==> config.mk <==
export PLATFORM = sky130hd
export DESIGN_NAME = ss_packet_fmt
export DESIGN_NICKNAME = d
export VERILOG_FILES = /design/src/rtl/ss_packet_fmt.sv
export SDC_FILE = /design/constraint.sdc
export NUM_CORES = 1
export LEC_CHECK = 0
export ABC_AREA = 1
export BUFFER_PORTS_ARGS = -buffer_cell sky130_fd_sc_hd__buf_2
export CAP_MARGIN = 0
export CORE_MARGIN = 10
export CORE_UTILIZATION = 45
export CTS_CLUSTER_SIZE = 28
export DETAILED_ROUTE_END_ITERATION = 10
export PLACE_DENSITY = 0.77
export SYNTH_ARGS = -nofsm -noshare
export SYNTH_HDL_FRONTEND = slang
export SYNTH_SLANG_ARGS = --single-unit
==> constraint.sdc <==
create_clock -name clk -period 2.45 [get_ports clk]
set_clock_uncertainty 0.2 [all_clocks]
set_input_delay 0.3675 -clock clk [delete_from_list [all_inputs] [get_ports clk]]
set_output_delay 0.3675 -clock clk [all_outputs]
set_load 0.1 [all_outputs]
==> src/rtl/ss_packet_fmt.sv <==
module ss_packet_fmt #(
  parameter int WORDS    = 4,
  parameter int WORD_W   = 16,
  parameter int SAMPLE_W = 10,
  parameter int LFSR_W   = 6
) (
  input  logic                       clk,
  input  logic                       rst_n,
  input  logic                       wr_en,
  input  logic [$clog2(WORDS)-1:0]   wr_addr,
  input  logic [SAMPLE_W-1:0]        wr_data,
  input  logic                       serial_mode,
  input  logic                       chip_en,
  input  logic                       bit_en,
  input  logic [1:0]                 code_sel,
  input  logic                       preset_sel,
  input  logic [LFSR_W-1:0]          b_preset,
  input  logic                       ext_code,
  output logic                       code_out,
  output logic                       enc_bit,
  output logic                       spread_out
);
  localparam int DATA_BITS = WORDS * WORD_W;
  localparam int PKT_BITS  = DATA_BITS + 1;
  localparam int IDX_W     = $clog2(PKT_BITS + 1);
  localparam int POS_W     = $clog2(DATA_BITS);

  logic [DATA_BITS-1:0] mem_flat;
  logic [IDX_W-1:0]     bit_idx;
  logic [IDX_W-1:0]     data_pos;
  logic                 enc_prev;
  logic                 pkt_in;
  logic [LFSR_W-1:0]    lfsr_a, lfsr_b, b_init;

  always_ff @(posedge clk or negedge rst_n)
    if (!rst_n) mem_flat <= '0;
    else if (wr_en && !serial_mode)
      mem_flat[wr_addr*WORD_W +: WORD_W] <= {{(WORD_W-SAMPLE_W){1'b0}}, wr_data};

  assign data_pos = bit_idx - 1'b1;
  assign pkt_in   = (bit_idx == '0) ? 1'b1 :
                    (bit_idx <= IDX_W'(DATA_BITS)) ? mem_flat[data_pos[POS_W-1:0]] : 1'b0;
  assign enc_bit  = enc_prev ^ pkt_in;

  always_ff @(posedge clk or negedge rst_n)
    if (!rst_n) begin
      bit_idx  <= '0;
      enc_prev <= 1'b0;
    end else if (!serial_mode) begin
      bit_idx  <= '0;
      enc_prev <= 1'b0;
    end else if (bit_en) begin
      enc_prev <= enc_bit;
      if (bit_idx != IDX_W'(PKT_BITS)) bit_idx <= bit_idx + 1'b1;
    end

  assign b_init = preset_sel ? b_preset : '1;

  always_ff @(posedge clk or negedge rst_n)
    if (!rst_n) begin
      lfsr_a <= '1;
      lfsr_b <= '1;
    end else if (!serial_mode) begin
      lfsr_a <= '1;
      lfsr_b <= b_init;
    end else if (chip_en) begin
      lfsr_a <= {lfsr_a[1] ^ lfsr_a[0], lfsr_a[LFSR_W-1:1]};
      lfsr_b <= {lfsr_b[5] ^ lfsr_b[2] ^ lfsr_b[1] ^ lfsr_b[0], lfsr_b[LFSR_W-1:1]};
    end

  always_comb
    case (code_sel)
      2'd0:    code_out = lfsr_a[0] ^ lfsr_b[0];
      2'd1:    code_out = lfsr_a[0];
      2'd2:    code_out = lfsr_b[0];
      default: code_out = ext_code;
    endcase

  assign spread_out = enc_bit ^ code_out;

  a_r2_write_ignored: assert property (@(posedge clk) disable iff (!rst_n)
    (serial_mode && wr_en) |=> $stable(mem_flat));
  a_r4_preamble_first: assert property (@(posedge clk) disable iff (!rst_n)
    (!serial_mode) |=> (!serial_mode || enc_bit));
  a_r5_prev_holds: assert property (@(posedge clk) disable iff (!rst_n)
    (serial_mode && !bit_en) |=> $stable(enc_prev));
  a_r6_a_live: assert property (@(posedge clk) disable iff (!rst_n)
    lfsr_a != '0);
  a_r7_b_ones: assert property (@(posedge clk) disable iff (!rst_n)
    (!serial_mode && !preset_sel) |=> (lfsr_b == '1));
  a_r9_idx_holds: assert property (@(posedge clk) disable iff (!rst_n)
    (serial_mode && !bit_en) |=> $stable(bit_idx));
endmodule

==> results of run 1 <==
[registers in the layout (all words and copies together), names as in the netlist]
name	flops
enc_prev	1
mem_flat	40
lfsr_a	6
lfsr_b	6
bit_idx	7
[placed cells by master, fill, tap and decap left out, types with 3 or more instances in the layout]
| cell | n |
|---|---|
| a21oi_1 | 10 |
| a21oi_2 | 4 |
| a22oi_1 | 4 |
| buf_12 | 4 |
| buf_2 | 27 |
| buf_4 | 23 |
| buf_6 | 3 |
| clkbuf_8 | 11 |
| dfrtp_1 | 47 |
| dfstp_2 | 12 |
| ha_1 | 7 |
| inv_1 | 50 |
| nand2_1 | 108 |
| nand2_2 | 4 |
| nand2_4 | 3 |
| nand3_1 | 42 |
| nand3_2 | 13 |
| nand3_4 | 8 |
| nand4_1 | 23 |
| nor2_1 | 16 |
| nor2_2 | 3 |
| o211ai_1 | 3 |
| o21ai_0 | 51 |
[worst max-delay path, cell delays in order (launching register included)]
cell	delay [ns]
dfrtp_2	0.39
inv_4	0.05
ha_4	0.32
buf_12	0.16
nand3_4	0.09
nand3_2	0.09
nand3_2	0.07
nand2_1	0.06
nand3b_1	0.12
nand2_2	0.11
nand2_4	0.07
nand3_4	0.09
nand3_4	0.10
nand2_8	0.07
buf_12	0.16
[cells by family (layout without fill, tap and decap cells)]
| family | after synthesis | in the layout |
|---|---|---|
| AND/OR/NAND/NOR | 226 | 226 |
| AO/OA/AOI/OAI | 83 | 83 |
| buffers and inverters | 73 | 128 |
| flip-flops | 60 | 60 |
| adder cells (fa/ha/maj) | 8 | 8 |
| XOR/XNOR | 3 | 3 |
[final cells by class]
class,count,area [µm²]
Multi-Input combinational cell,320,1840
Clock buffer,12,155
Timing Repair Buffer,58,432
Inverter,54,210
Fill cell,649,3000
Sequential cell,60,1520
Clock inverter,4,47.5
Tap cell,99,124
[power groups by stage]
stage | logic, mW | clock network (mW) | registers, mW
after global routing | 2.39 | 0.981 | 1.16
after global placement | 1.76 | 0 | 1.16
after floorplan | 1.27 | 0 | 1.16
after CTS | 2.08 | 0.926 | 1.15
after detailed placement | 1.81 | 0 | 1.16
final | 2.20 | 0.909 | 1.15
[metrics by stage]
step	power (mW)	util [%]	instances	setup WS [ns]
after global routing	4.53	59.0	607	-0.580
after CTS	4.15	58.3	607	-0.394
after floorplan	2.43	-	453	-0.116
after global placement	2.92	53.4	590	-0.0809
final	4.26	59.0	607	-0.430
after detailed placement	2.98	53.4	590	-0.148
[worst min-delay path by stage]
stage,endpoint,depth (start not counted)
2_1_floorplan,bit_idx[0],0
3_3_place_gp,mem_flat[37],1
3_5_place_dp,mem_flat[37],1
4_1_cts,lfsr_b[1],3
5_1_grt,lfsr_b[1],3
6_report,lfsr_b[0],3
[timing repair]
action | CTS | global route
resized for setup | 31 | 15
endpoints found under the hold margin | 29 | 0
endpoints found under the setup margin | 3 | 3
pin swaps | 13 | 13
hold buffers | 1 | 0
[per-layer routing]
layer | vias up | routed length [µm] | GRT usage [%]
met1 | 1584 | 4110 | 21.0
met3 | 30 | 691 | 6.53
met5 | - | 0 | 0
met2 | 138 | 4420 | 27.4
met4 | 0 | 277 | 7.25
li1 | 1621 | - | -
[cells in the mapped netlist (2+ instances only)]
library cell / n / area (µm²)
dfstp_2: 12 / 315
nor2_2: 2 / 12.5
o211ai_1: 3 / 22.5
nor3_1: 2 / 10.0
nand3_1: 62 / 310
inv_1: 53 / 199
o21a_1: 2 / 15.0
nand3b_1: 2 / 15.0
buf_2: 5 / 25.0
clkbuf_1: 11 / 41.3
a22oi_1: 4 / 30.0
o22ai_1: 2 / 12.5
nand2_2: 2 / 12.5
ha_1: 8 / 100
nand2_1: 114 / 428
o21ai_0: 52 / 260
buf_4: 2 / 15.0
o221ai_1: 2 / 17.5
xnor2_1: 2 / 17.5
nand4_1: 23 / 144
nor2_1: 17 / 63.8
a21oi_1: 14 / 70.1
dfrtp_1: 48 / 1200
==> metrics, run 1 <==
dominant synthesized flop cell dfrtp_1; H-tree levels 3; Lkg Pwr 2.17 nW; Seq/Total Area, Yosys 44.4%; failing checks negative setup slack; switching share of power 43.0%; WS Path Type reg -> out; initial antenna violation count 0; main combinational cell family by area after synthesis simple AND/OR/NAND/NOR gates; number of global-route vias before repair 3485; DIE WIDTH 107 µm; detailed-route wire length 9500 µm; setup ws final -0.430 ns; clk root buf clkbuf_8; TritonCTS Buffers 9; fin crit share 118%; RR Endpoint bit_idx[6]; io pins 31; crit-path max FO 7; Arr. time, crit path 2.31 ns; beginning of the worst hold path b_preset[0]; fin nets 539; Gate power share 51.6%; die footprint 0.0115 mm²; DIE HEIGHT about 110 µm; Syn. warnings 0; Max Fclk 347 MHz; mux cell area share after synthesis 0%; Synth Area in XOR/XNOR 0.769%; Tmin final 2.88 ns; final hold slack 0.0847 ns; DR WL/cell 15.6 µm; DRT iter0 DRCs 242; Switching Power 1.83 mW; Yosys cell types 32; area grow syn2layout 26.6%; reg-to-reg critical path startpoint bit_idx[0]; DR pass1 iterations 6; Max-Slew Margin vs Limit 47.7%; post-synthesis instance total 453; Internal Dissipation 2.43 mW; Rows 31; fraction of layout cells with a size suffix above 1 between 20% and 30%; Compound-Gate Fraction of Synth Area a little over an eighth; Setup Viol. Count Final 2; residual DRC count 0; clk sinks 60; Tightest Hold Check Type in -> reg; FF-to-FF path depth 10; RSZ-0062 raised after global routing yes; share of async-settable or async-resettable flops after synthesis 100%; setup_tns -0.770 ns; Adder-Cell Fraction of Synth Area between 2 and 3%; dpl cell area between 0.003 and 0.004 mm²; Design Area, Final between 0.004 and 0.005 mm²; global-route wire length before repair 16500 µm; DR vias/cell 5.56; GRT overflow 0; Worst Setup SP bit_idx[0]; pin count of the biggest net entering global routing 36; number of post-CTS setup repair buffers 0; clk buf depth 2; routability cong. 0.862; clock network fraction of total power 21.3%; final slew viol count 0; total track usage 17.4%; Required @ worst endpoint 1.88 ns; PortBufs 30; status finished with violations; worst-margin pin slew 0.782 ns; CP Capture Type output port; Peak VDD IR 0.426 mV; CTS tree done; max-cap violation count 0; Post-Synth Simple-Gate Area 29.7%; Post-Syn Area 0.00342 mm²; part of the power in registers 27.1%; Post-synth EDFFs 0; vias 3373; diode count 0; Core Area 0.00733 mm²; Mapped Nets 489; Clk pin slew, worst setup/hold paths approximately 0.06 ns; Final ANT Viol Nets 0; final HPWL from detailed placement 6780 µm; Worst-Skew Late Latency 0.35 ns; Avg Cell Area, Syn 7.54 µm²; Initial Util 46.6%; crit path to spread_out; worst reg2reg setup slack 0.32 ns; final hold violation count 0; Power Density between 900 and 1000 mW/mm²; Worst setup SP type flop; Synth Register Bits 60
Power figures use the tool's default switching activity.
==> inputs of run 2 (changes only) <==
==> constraint.sdc (replaced) <==
create_clock -name clk -period 2.6 [get_ports clk]
set_clock_uncertainty 0.2 [all_clocks]
set_input_delay 0.39 -clock clk [delete_from_list [all_inputs] [get_ports clk]]
set_output_delay 0.39 -clock clk [all_outputs]
set_load 0.1 [all_outputs]
==> metrics, run 2 (same netlist as run 1, synthesis figures left out) <==
final cell count without fillers 598 (-1.5%); Regs by FF count mem_flat: 40 flops, bit_idx: 7 flops; Rows 31 (unchanged); Worst-Skew Late Latency 0.34 ns (about the same); Required @ worst endpoint 2.01 ns (+0.13 ns); Worst Setup SP bit_idx[1]; final HPWL from detailed placement 6590 µm (-2.8%); slowest cell delay on critical path 0.36 ns (-0.03 ns); die footprint 0.0115 mm² (unchanged); CP Capture Type output port; diode count 0 (unchanged); crit-path max FO 7 (unchanged); vias 3298 (-2.2%); most frequent cells in the layout 109 x nand2_1, 52 x o21ai_0, 50 x inv_1, 47 x dfrtp_1, 41 x nand3_1; final slew viol count 0 (unchanged); H-tree levels 3 (unchanged); Largest Register mem_flat; Max-Slew Margin vs Limit 47.8% (+0.092 points); detailed-route wire length 9450 µm (-0.54%); DIE WIDTH 107 µm (unchanged); total track usage 16.7% (-0.74 points); residual DRC count 0 (unchanged); Register Area 0.00152 mm² (unchanged); TritonCTS Buffers 9 (unchanged); Core Area 0.00733 mm² (unchanged); worst-margin pin slew 0.781 ns (-0.00138 ns); final hold violation count 0 (unchanged); clk sinks 60 (unchanged); PortBufs 30 (unchanged); area grow syn2layout 23.5%; commonest non-fill, non-tap cell in the layout nand2_1; fin crit share 116%; crit path to spread_out; CP Cell Sequence inv_2 -> ha_4 -> clkinvlp_4 -> buf_6 -> nand3_2 -> nand3_2 -> nand3_2 -> nand2_1 -> nand3b_1 -> nand3_2 -> nand3_2 -> nand3_4 -> nand2_8 -> buf_12; reg-to-reg critical path startpoint bit_idx[1]; io pins 31 (unchanged); status finished with violations; Lkg Pwr 2.12 nW (-2.4%); Initial Util 46.6% (unchanged); RSZ-0062 raised after global routing yes; WS Path Type reg -> out; Max Fclk about 330 MHz; Critical-path top delay cell dfrtp_1; Clk pin slew, worst setup/hold paths 0.07 ns (about the same); max-cap violation count 0 (unchanged); Tmin final ~3 ns; pin count of the biggest net entering global routing 34 (-5.6%); most used cell, CP nand3_2; DR WL/cell 15.8 µm (+0.96%); Worst setup SP type flop; initial antenna violation count 0 (unchanged); routability cong. 0.860 (-0.29%); fraction of layout cells with a size suffix above 1 24.0% (-1.3 points); Tightest Hold Check Type in -> reg; number of global-route vias before repair 3277 (-6.0%); max reg flops 40 (unchanged); Arr. time, crit path 2.42 ns (+0.11 ns); Power Density 942 mW/mm² (-4.3%); area of the multi-input gates 0.00181 mm² (-1.7%); Final ANT Viol Nets 0 (unchanged); Peak VDD IR 0.417 mV (-2.1%); placed insts 578 (-2.0%); RR Endpoint enc_prev; Setup WS pre-CTS -0.0741 ns (+0.0736 ns); final hold slack 0.123 ns (+0.0381 ns); clk buf depth 2 (unchanged); failing checks negative setup slack; fin nets 530 (-1.7%); setup ws final -0.409 ns (+0.0210 ns); DR vias/cell 5.52 (-0.75%); DR pass1 iterations 8 (+2); DRT iter0 DRCs 265 (+9.5%); Power, Total 3.98 mW (-6.7%); clk root buf clkbuf_8; Filler cells 653 (+0.62%); GRT overflow 0 (unchanged); CTS tree done; global-route wire length before repair 15700 µm (-4.8%); FF-to-FF path depth 14 (+4); DIE HEIGHT 107 µm (unchanged); Setup Viol. Count Final 2 (unchanged); worst reg2reg setup slack 0.39 ns (+0.07 ns)
[run 2: per-layer routing]
layer	global-route usage, %	wire length (µm)	up-vias
met3	4.91	611	20
met4	5.03	188	0
li1	-	-	1598
met2	26.5	4420	133
met5	0	0	-
met1	21.5	4230	1547
[run 2: timing repair]
| item | in CTS | in global routing |
|---|---|---|
| endpoints found under the setup margin | 2 | 3 |
| setup buffers | 3 | 0 |
| pin swaps | 12 | 16 |
| hold buffers | 1 | 0 |
| hold endpoints to repair | 27 | 0 |
| resized for setup | 19 | 16 |
[run 2: worst min-delay path by stage]
stage | endpoint | slack, ns | from | cells after the start
CTS | lfsr_b[2] | 0.11 | b_preset[2] | 3
finish | lfsr_b[2] | 0.12 | b_preset[2] | 3
global route | lfsr_b[3] | 0.13 | b_preset[3] | 3
detailed placement | mem_flat[35] | 0.27 | rst_n | 1
floorplan | bit_idx[0] | -0.11 | rst_n | 0
global placement | mem_flat[34] | 0.26 | rst_n | 1
[run 2: final cells by class]
| type | count | share of cell area (%) |
|---|---|---|
| Clock buffer | 13 | 4.27 |
| Clock inverter | 3 | 0.415 |
| Inverter | 54 | 4.89 |
| Multi-Input combinational cell | 320 | 42.9 |
| Sequential cell | 60 | 36.0 |
| Tap cell | 99 | 2.94 |
| Timing Repair Buffer | 49 | 8.63 |
[run 2: through the flow]
step | setup TNS, ns | cell area, µm² | utilization [%]
global placement | -0.00448 | 3840 | 52.3
detailed placement | -0.0741 | 3840 | 52.3
finish | -0.750 | 4220 | 57.6
global route | -1.01 | 4220 | 57.6
CTS | -0.675 | 4150 | 56.6
floorplan | 0 | 3500 | -
[run 2: worst max-delay path, delay by kind of cell, from the launching register on]
kind	cells	cell delay, ns
adder cells (fa/ha/maj)	1	0.29
flip-flops	1	0.36
AND/OR/NAND/NOR	9	0.83
buffers and inverters	4	0.58
[run 2: power by group]
group | internal [mW] | switching, mW | total [mW]
clock network | 0.453 | 0.390 | 0.843
logic | 0.738 | 1.31 | 2.05
registers | 1.03 | 0.0518 | 1.08
==> inputs of run 3 (changes only) <==
--- a/config.mk
+++ b/config.mk
@@ -9,10 +9,10 @@
 export BUFFER_PORTS_ARGS = -buffer_cell sky130_fd_sc_hd__buf_2
 export CAP_MARGIN = 0
 export CORE_MARGIN = 10
-export CORE_UTILIZATION = 45
+export CORE_UTILIZATION = 42
 export CTS_CLUSTER_SIZE = 28
 export DETAILED_ROUTE_END_ITERATION = 10
-export PLACE_DENSITY = 0.77
+export PLACE_DENSITY = 0.73
 export SYNTH_ARGS = -nofsm -noshare
 export SYNTH_HDL_FRONTEND = slang
 export SYNTH_SLANG_ARGS = --single-unit
==> metrics, run 3 (same netlist as run 1, synthesis figures left out) <==
status finished with violations; failing checks negative setup slack; final hold violation count 0 (unchanged); initial antenna violation count 0 (unchanged); Worst path top cell family by delay simple AND/OR/NAND/NOR gates; global-route wire length before repair 15600 µm (-0.92%); Rows 32 (+3.2%); max-cap violation count 0 (unchanged); GRT overflow 0 (unchanged); clk buf depth 2 (unchanged); final slew viol count 0 (unchanged); Initial Util 43.8% (-2.8 points); slowest cell delay on critical path 0.36 ns (about the same); clk root buf clkbuf_8; Max Fclk 330 MHz (-0.67%); fraction of layout cells with a size suffix above 1 24.2% (+0.16 points); worst-margin pin slew 0.761 ns (-0.0200 ns); Core Area 0.00781 mm² (+6.5%); TritonCTS Buffers 9 (unchanged); most frequent cells in the layout 109 x nand2_1, 52 x o21ai_0, 49 x inv_1, 47 x dfrtp_1, 42 x nand3_1; most used cell, CP nand3_2; diode count 0 (unchanged); number of global-route vias before repair 3286 (+0.27%); fin nets 535 (+0.94%); Setup Viol. Count Final 2 (unchanged); Required @ worst endpoint 2.01 ns (about the same); Filler cells 731 (+12%); WS Path Type reg -> out; Worst-Skew Late Latency 0.35 ns (about the same); DIE WIDTH 110 µm (+2.9%); H-tree levels 3 (unchanged); total track usage 16.1% (-0.60 points); Crit. path cell count 15 (+1); Final ANT Viol Nets 0 (unchanged); CTS tree done; routability cong. 0.862 (+0.30%); io pins 31 (unchanged); fin crit share 117% (+0.78 points); DIE HEIGHT 110 µm (+2.9%); Tmin final 3.03 ns (+0.0202 ns); worst reg2reg setup slack 0.39 ns (about the same); DRT iter0 DRCs 261 (-1.5%); Setup WS pre-CTS -0.0374 ns (+0.0368 ns); Max-Slew Margin vs Limit 49.1% (+1.3 points); commonest non-fill, non-tap cell in the layout nand2_1; max reg flops 40 (unchanged); Lkg Pwr 2.15 nW (+1.5%); Regs by FF count mem_flat: 40 flops, bit_idx: 7 flops; vias 3419 (+3.7%); DR WL/cell 15.2 µm (-3.8%); DR vias/cell 5.64 (+2.3%); final HPWL from detailed placement 6600 µm (+0.16%); FF-to-FF path depth 14 (unchanged); clk sinks 60 (unchanged); Arr. time, crit path 2.44 ns (+0.02 ns); residual DRC count 0 (unchanged); DR pass1 iterations 5 (-3); area grow syn2layout 24.7%; Tightest Hold Check Type in -> reg; CP Capture Type output port; PortBufs 30 (unchanged); Critical-path top delay cell dfrtp_1; die footprint 0.0121 mm² (+5.8%); Clk pin slew, worst setup/hold paths 0.07 ns (about the same); crit-path max FO 6 (-1); Largest Register mem_flat; Power Density 939 mW/mm² (-0.36%); Power, Total 4.00 mW (+0.64%); pin count of the biggest net entering global routing 39 (+15%); CP bufs+invs 4 (unchanged); CP Cell Sequence inv_2 -> ha_4 -> clkinvlp_4 -> buf_6 -> nand3_2 -> nand3_1 -> nand3_2 -> nand2_1 -> nand3b_1 -> nand2_2 -> nand2_4 -> nand3_2 -> nand3_4 -> nand2_8 -> buf_12; RSZ-0062 raised after global routing yes; Worst setup SP type flop; setup ws final -0.430 ns (-0.0202 ns); worst hold path depth 3 (unchanged); Peak VDD IR 0.562 mV (+35%); detailed-route wire length 9210 µm (-2.6%)
## run 3: changes by cell type in the layout (fill, tap and decap cells not counted), moves of 2 or more
cell / change
a21oi_1: +2
bufinv_16: +2
a21oi_2: -2
buf_4: +6
## run 3: layout make-up
class / instances / area (µm²) / share of cell area, %
sequential: 60 / 1520 / 35.6
clock buffer: 12 / 145 / 3.41
multi-input combinational: 320 / 1800 / 42.2
timing repair buffer: 54 / 395 / 9.28
inverter: 54 / 206 / 4.84
tap: 102 / 128 / 2.99
clock inverter: 4 / 72.6 / 1.70
## run 3: path summary, 6_finish.rpt
check                          endpoint        start
setup / recovery             spread_out   bit_idx[1]
hold / removal                lfsr_b[4]  b_preset[4]
setup reg to reg               enc_prev   bit_idx[1]
hold reg to reg               lfsr_a[2]    lfsr_a[2]
max in group asynchronous     lfsr_a[1]        rst_n
min in group asynchronous  mem_flat[52]        rst_n
## run 3: worst register-to-register path, stage by stage (launching register included)
cell,delay [ns]
dfrtp_1,0.36
inv_2,0.05
ha_4,0.28
clkinvlp_4,0.16
buf_6,0.17
nand3_2,0.06
nand3_1,0.10
nand3_2,0.09
nand2_1,0.06
nand3b_1,0.14
nand2_2,0.08
nand2_4,0.08
nand3_2,0.11
nand3_1,0.10
nand2_1,0.05
## run 3: through the flow
step	utilization, %	setup TNS [ns]	hold slack (ns)	cell area (µm²)	instances
finish	54.6	-0.767	0.119	4260	606
global route	54.6	-1.02	0.117	4260	606
CTS	53.6	-0.637	0.121	4180	606
detailed placement	49.7	-0.0374	0.197	3880	586
global placement	49.7	0	0.188	3880	586
floorplan	-	0	-0.106	3500	453
## run 3: power by group
part | internal (mW) | leakage, nW | switching [mW]
Clock | 0.565 | 0.107 | 0.376
Combinational | 0.714 | 1.26 | 1.26
Sequential | 1.03 | 0.781 | 0.0534
## run 3: timing repair
action,in CTS,in global routing
cloned,0,0
setup endpoints to repair,2,2
endpoints found under the hold margin,19,0
buffers inserted,3,0
hold buffers,1,0
resized for setup,13,18
pin swaps,14,9
## run 3: metal layers
layer / GRT usage [%] / vias up / routed length (µm)
met4: 5.69 / 0 / 141
met1: 21.1 / 1629 / 4090
met2: 24.7 / 165 / 4140
li1: - / 1609 / -
met3: 4.99 / 16 / 838
met5: 0 / - / 0
